--- config.mk ---
export PLATFORM = sky130hd
export DESIGN_NAME = spi_flash_bridge
export DESIGN_NICKNAME = d
export VERILOG_FILES = /design/src/rtl/spi_flash_bridge.sv
export SDC_FILE = /design/constraint.sdc
export NUM_CORES = 1
export LEC_CHECK = 0
export BUFFER_PORTS_ARGS = -buffer_cell sky130_fd_sc_hd__clkbuf_2
export CORE_ASPECT_RATIO = 1.5
export CORE_MARGIN = 8
export CORE_UTILIZATION = 45
export DETAILED_ROUTE_END_ITERATION = 6
export GPL_TIMING_DRIVEN = 0
export PLACE_DENSITY = 0.6
export SLEW_MARGIN = 20
export SYNTH_ARGS = -nofsm -noshare
export SYNTH_HDL_FRONTEND = slang
export SYNTH_SLANG_ARGS = --single-unit
export TNS_END_PERCENT = 20
--- constraint.sdc ---
create_clock -name clk -period 7.3 [get_ports clk]
set_clock_uncertainty 0.05 [all_clocks]
set_input_delay 0.73 -clock clk [delete_from_list [all_inputs] [get_ports clk]]
set_output_delay 0.73 -clock clk [all_outputs]
set_load 0.03 [all_outputs]
--- src/rtl/spi_flash_bridge.sv ---
module spi_flash_bridge #(
  parameter int PAGE_WORDS = 64,
  parameter int DIV_W      = 4
) (
  input  logic        clk,
  input  logic        rst_n,
  input  logic        csr_req,
  input  logic        csr_we,
  input  logic [1:0]  csr_addr,
  input  logic [31:0] csr_wdata,
  output logic [31:0] csr_rdata,
  output logic        csr_ready,
  output logic        spi_sclk,
  output logic        spi_cs_n,
  output logic        spi_mosi,
  input  logic        spi_miso
);
  localparam int WC_W = $clog2(PAGE_WORDS + 1);

  typedef enum logic [1:0] {S_IDLE, S_OPEN, S_SHIFT} st_t;
  st_t st;

  logic [31:0] cmd_q, hold_q, rx_q;
  logic [63:0] tx_q;
  logic [7:0]  op_q;
  logic [6:0]  nbits;
  logic [DIV_W-1:0] cnt, half;
  logic [WC_W-1:0]  wcnt;
  logic [1:0]  rate;
  logic        ctl_rst, sclk_q, rd_pend, rd_done, close_end;

  function automatic logic [31:0] bswap(input logic [31:0] w);
    return {w[7:0], w[15:8], w[23:16], w[31:24]};
  endfunction

  wire is_cmd = csr_addr == 2'd0;
  wire is_dat = csr_addr == 2'd1;
  wire is_ctl = csr_addr == 2'd2;
  wire [7:0] new_op = csr_wdata[31:24];
  wire has_addr  = new_op == 8'h03 || new_op == 8'h02 || new_op == 8'h52 || new_op == 8'h90;
  wire stay_open = new_op == 8'h03 || new_op == 8'h02 || new_op == 8'h05 || new_op == 8'h90;
  wire rd_stream = op_q == 8'h03 || op_q == 8'h05 || op_q == 8'h90;
  wire prog      = op_q == 8'h02;
  wire page_room = wcnt < WC_W'(PAGE_WORDS);

  always_comb
    case (rate)
      2'd2:    half = DIV_W'(1);
      2'd1:    half = DIV_W'(2);
      2'd3:    half = DIV_W'(4);
      default: half = DIV_W'(8);
    endcase

  always_comb begin
    csr_ready = 1'b0;
    if (csr_req) begin
      if (!(is_cmd || is_dat) || ctl_rst) csr_ready = 1'b1;
      else case (st)
        S_IDLE:  csr_ready = 1'b1;
        S_OPEN:  if (is_cmd)      csr_ready = !csr_we;
                 else if (csr_we) csr_ready = 1'b1;
                 else             csr_ready = rd_stream ? rd_done : 1'b1;
        default: csr_ready = 1'b0;
      endcase
    end
  end

  assign csr_rdata = is_cmd ? cmd_q : is_dat ? hold_q :
                     is_ctl ? {26'b0, rate, 3'b0, ctl_rst} : 32'b0;
  assign spi_cs_n  = (st == S_IDLE) || ctl_rst;
  assign spi_sclk  = sclk_q;
  assign spi_mosi  = (st == S_SHIFT) && tx_q[63];

  always_ff @(posedge clk or negedge rst_n) begin
    if (!rst_n) begin
      st <= S_IDLE; cmd_q <= '0; hold_q <= '0; rx_q <= '0; tx_q <= '0;
      op_q <= '0; nbits <= '0; cnt <= '0; wcnt <= '0; rate <= '0;
      ctl_rst <= 1'b0; sclk_q <= 1'b0; rd_pend <= 1'b0; rd_done <= 1'b0;
      close_end <= 1'b0;
    end else begin
      if (csr_req && csr_we && is_ctl) begin
        ctl_rst <= csr_wdata[0];
        rate    <= csr_wdata[5:4];
      end
      if (ctl_rst) begin
        st <= S_IDLE; sclk_q <= 1'b0; rd_pend <= 1'b0; rd_done <= 1'b0;
      end else case (st)
        S_IDLE:
          if (csr_req && csr_we) begin
            if (is_dat) hold_q <= csr_wdata;
            if (is_cmd) begin
              cmd_q <= csr_wdata;
              if (csr_wdata != 32'b0) begin
                op_q      <= new_op;
                tx_q      <= !has_addr ? {new_op, 56'b0} :
                             {csr_wdata, new_op == 8'h02 ? bswap(hold_q) : 32'b0};
                nbits     <= new_op == 8'h02 ? 7'd64 : has_addr ? 7'd32 : 7'd8;
                close_end <= !stay_open;
                wcnt      <= WC_W'(1);
                cnt       <= '0;
                rd_done   <= 1'b0;
                st        <= S_SHIFT;
              end
            end
          end
        S_OPEN:
          if (csr_req) begin
            if (is_cmd && csr_we) begin
              st <= S_IDLE; rd_done <= 1'b0;
            end else if (is_dat && csr_we) begin
              if (prog && page_room) begin
                hold_q    <= csr_wdata;
                tx_q      <= {bswap(csr_wdata), 32'b0};
                nbits     <= 7'd32;
                wcnt      <= wcnt + 1'b1;
                cnt       <= '0;
                close_end <= 1'b0;
                st        <= S_SHIFT;
              end else if (!prog) hold_q <= csr_wdata;
            end else if (is_dat && rd_stream) begin
              if (rd_done) rd_done <= 1'b0;
              else begin
                tx_q <= '0; nbits <= 7'd32; cnt <= '0;
                close_end <= 1'b0; rd_pend <= 1'b1; st <= S_SHIFT;
              end
            end
          end
        default:
          if (cnt >= half - 1'b1) begin
            cnt <= '0;
            if (!sclk_q) begin
              sclk_q <= 1'b1;
              rx_q   <= {rx_q[30:0], spi_miso};
            end else begin
              sclk_q <= 1'b0;
              tx_q   <= tx_q << 1;
              nbits  <= nbits - 1'b1;
              if (nbits == 7'd1) begin
                st <= close_end ? S_IDLE : S_OPEN;
                if (rd_pend) begin
                  hold_q <= bswap(rx_q); rd_done <= 1'b1; rd_pend <= 1'b0;
                end
              end
            end
          end else cnt <= cnt + 1'b1;
      endcase
    end
  end

  p_clk_low_unselected_r2: assert property (@(posedge clk) disable iff (!rst_n)
    spi_cs_n |-> !spi_sclk);
  p_mosi_steady_high_r2: assert property (@(posedge clk) disable iff (!rst_n)
    (spi_sclk && $past(spi_sclk) && !spi_cs_n) |-> $stable(spi_mosi));
  p_select_edge_clk_low_r11: assert property (@(posedge clk) disable iff (!rst_n)
    $fell(spi_cs_n) |-> !spi_sclk);
  p_abort_deselects_r12: assert property (@(posedge clk) disable iff (!rst_n)
    ctl_rst |=> (spi_cs_n && !spi_sclk));
  p_full_rate_toggle_r13: assert property (@(posedge clk) disable iff (!rst_n)
    (st == S_SHIFT && $past(st == S_SHIFT) && rate == 2'd2 && $past(rate == 2'd2) && !ctl_rst)
    |-> spi_sclk != $past(spi_sclk));
  p_no_ack_while_shifting_r10: assert property (@(posedge clk) disable iff (!rst_n)
    (st == S_SHIFT && !ctl_rst && (is_cmd || is_dat)) |-> !csr_ready);
endmodule

==> out/metrics.json <==
{
  "outcome": {
    "outcome": "finished, violations left",
    "violated_checks": "DRC"
  },
  "setup_path": {
    "worst_ep_arrival_time_ns": 3.45,
    "reg2reg_depth": 11,
    "critPathRequiredTime_ns": 6.52,
    "critical-path-slowest-cell": "sky130_fd_sc_hd__buf_1",
    "ff2ff_setup_slack_ns": 3.75,
    "critPathCaptureType": "output pin",
    "path_cells": "clkbuf_1, clkbuf_1, buf_1, clkbuf_1, a21oi_1, o31a_1, clkbuf_2",
    "reg2reg_to": "tx_q[19]",
    "critPathMaxStageDelay_ns": 0.66,
    "timing.critical_path.mode_cell": "sky130_fd_sc_hd__clkbuf_1",
    "critical_path.max_fanout": 10,
    "path_class": "reg -> out",
    "regToRegStartpoint": "rate[0]",
    "startpoint_type": "flop"
  },
  "floorplan": {
    "die-height_um": 198,
    "core.rowCount": 66,
    "core_area_um2": 21600,
    "die_width_um": 137,
    "initial_utilization_pct": 45.7,
    "io-pin-count": 75,
    "fp.dieArea_um2": 27100
  },
  "clock_tree": {
    "cts-resized-gates": 0,
    "post-cts-setup-buffers": 0,
    "clkSinkCount": 195,
    "cts.clk_slew.worst_paths_ns": 0.07,
    "cts-root-to-sink-buffers": 2,
    "cts-htree-levels": 4,
    "cts_hold_repair.buffers": 0,
    "numCtsBuffers": 17,
    "clock_tree.root_cell": "sky130_fd_sc_hd__clkbuf_16",
    "cts_tree": "yes",
    "worstSkewPairLatency_ns": 0.45
  },
  "routing": {
    "route.detailed.drc": 3,
    "detailedRoute.firstPassIterationCount": 7,
    "drt-total-wl_um": 30300,
    "via_per_inst": 6.10,
    "detail-route-antenna-nets": 0,
    "dr.first_iter.drc_count": 876,
    "vias": 8168,
    "avgRoutedWirePerCell_um": 22.6
  },
  "logic_synthesis": {
    "synth-edff-count": 0,
    "net_count_after_synthesis": 1015,
    "async_reset_ff_share_pct": 100,
    "top_count_cell_post_synth": "sky130_fd_sc_hd__dfrtp_1",
    "synth_top_area_share_pct": 49.3,
    "synthDistinctLibCells": 64,
    "synth_warnings": 0,
    "synth_cells": 965,
    "cell_area_after_technology_mapping_um2": 9890,
    "synth.cells.most_frequent": "sky130_fd_sc_hd__dfrtp_1 (195), sky130_fd_sc_hd__nand2_1 (113), sky130_fd_sc_hd__mux2_2 (102), sky130_fd_sc_hd__a21oi_1 (75), sky130_fd_sc_hd__a31oi_1 (67)",
    "synth_seq_cells": 195,
    "synth.avg_cell_area_um2": 10.3,
    "ys_seq_area_share_pct": 49.3,
    "synth_area_leaders": "sky130_fd_sc_hd__dfrtp_1 (49%), sky130_fd_sc_hd__mux2_2 (12%), sky130_fd_sc_hd__nand2_1 (4.3%), sky130_fd_sc_hd__a31oi_1 (4.2%), sky130_fd_sc_hd__a21oi_1 (3.8%)",
    "synth_largest_area_cell": "sky130_fd_sc_hd__dfrtp_1",
    "synth_top_flop_cell": "sky130_fd_sc_hd__dfrtp_1"
  },
  "timing": {
    "hold_ws_ns": 0.105,
    "final_setup_violations": 0,
    "fmaxAchievable_mhz": 237,
    "max_slew.worst_pin.slew_ns": 0.865,
    "finalCriticalPeriod_ns": 4.23,
    "slew_violations": 0,
    "crit_share_post_route_pct": 57.9,
    "layout_setup_ws_ns": 3.07,
    "final-hold-violation-count": 0,
    "setup_total_negative_slack_ns": 0,
    "rsz0062_at_grt": "false",
    "worst_slew_margin_rel_pct": 42.0
  },
  "placed_design": {
    "placed_instances": 1308,
    "detailed_place.area_um2": 10600,
    "routability_congestion": 0.887,
    "pre_cts_slack_ns": 3.60,
    "port_buffers": 69,
    "place_hpwl_um": 21600
  },
  "global_route": {
    "grt_pass1_wl_um": 47700,
    "grt_usage_pct": 22.9,
    "grt_pass1_vias": 8343,
    "grt_max_degree": 89,
    "grt_antenna_before_repair": 1,
    "grt_overflow_total": 0
  },
  "power_and_ir_drop": {
    "ir_drop_uv": 174,
    "total_power_mw": 3.86,
    "power-per-cell-area_nw_per_um2": 344,
    "cellLeakagePower_nw": 4.94
  },
  "layout": {
    "layout.core_utilization_pct": 52.0,
    "layout.filler_cells": 2056,
    "fin_nets": 1105,
    "final-instance-count-excl-fill": 1340,
    "area_delta_synth_final_pct": 13.6,
    "stdcell_area_um2": 11200,
    "final_layout_size_suffix_gt1_share_pct": 21.3
  },
  "min_path": {
    "worst_hold_class": "in -> async"
  },
  "run": {
    "max-cap-violations": 0
  }
}
-- cell type report --
type,instances,area (um2),area share (%)
Buffer,85,338,3.01
Sequential cell,195,4880,43.4
Multi-Input combinational cell,661,4590,40.8
Timing Repair Buffer,71,409,3.64
Clock buffer,20,467,4.15
Tap cell,272,340,3.03
Inverter,24,90.1,0.801
Clock inverter,11,126,1.12
Antenna cell,1,2.50,0.0223
-- critical path: cells and delay by family (launching register included) --
family / cells / cell delay [ns]
buffers and inverters: 5 / 2.30
AO/OA/AOI/OAI: 2 / 0.37
flip-flops: 1 / 0.32
-- power by group --
group / internal (mW) / total [mW] / switching [mW]
clock: 0.533 / 0.966 / 0.433
sequential: 1.48 / 1.78 / 0.292
combinational: 0.471 / 1.12 / 0.651
-- cells in the final DEF (no fill, tap or decap), types with 32 or more instances in the layout --
cell type	instances
sky130_fd_sc_hd__nor2_1	56
sky130_fd_sc_hd__clkbuf_2	69
sky130_fd_sc_hd__mux2_2	102
sky130_fd_sc_hd__clkbuf_1	64
sky130_fd_sc_hd__mux2i_1	32
sky130_fd_sc_hd__nand2_1	113
sky130_fd_sc_hd__a31oi_1	67
sky130_fd_sc_hd__a222oi_1	32
sky130_fd_sc_hd__dfrtp_1	195
sky130_fd_sc_hd__a21oi_1	75
-- cells by family (layout without fill, tap and decap cells) --
logic type / count (synthesis) / count (layout) / share of synthesized area (%)
other: 0 / 1 / 0
buffers and inverters: 109 / 211 / 4.33
multiplexers: 134 / 134 / 14.8
flip-flops: 195 / 195 / 49.3
XOR/XNOR: 9 / 9 / 0.797
adder cells (fa/ha/maj): 11 / 11 / 1.39
AO/OA/AOI/OAI: 266 / 266 / 18.2
AND/OR/NAND/NOR: 241 / 241 / 11.1
-- how the worst max path moves through the flow --
stage	slack, ns	start	to
finish	3.07	st[1]	csr_ready
global route	2.95	st[1]	csr_ready
CTS	3.14	st[1]	csr_ready
detailed placement	3.60	csr_addr[1]	tx_q[19]
global placement	1.49	rst_n	hold_q[10]
floorplan	4.30	csr_we	csr_ready
-- registers in the layout, summed over array words and instances, names as in the netlist --
signal and count:
cnt 4, tx_q 64, wcnt 7, nbits 7
rx_q 32, cmd_q 32, spi_sclk 1, rd_pend 1
rd_done 1, close_end 1, hold_q 32, rate 2
ctl_rst 1, op_q 8, st 2
-- per-layer routing --
layer	vias to the layer above	global-route usage, %	part of all wire [%]
met5	-	0	0
met4	0	10.3	3.0
met3	57	3.74	5.4
met2	304	38.8	51
met1	4058	28.0	40
li1	3749	-	-
(Power assumes the default switching activity.)
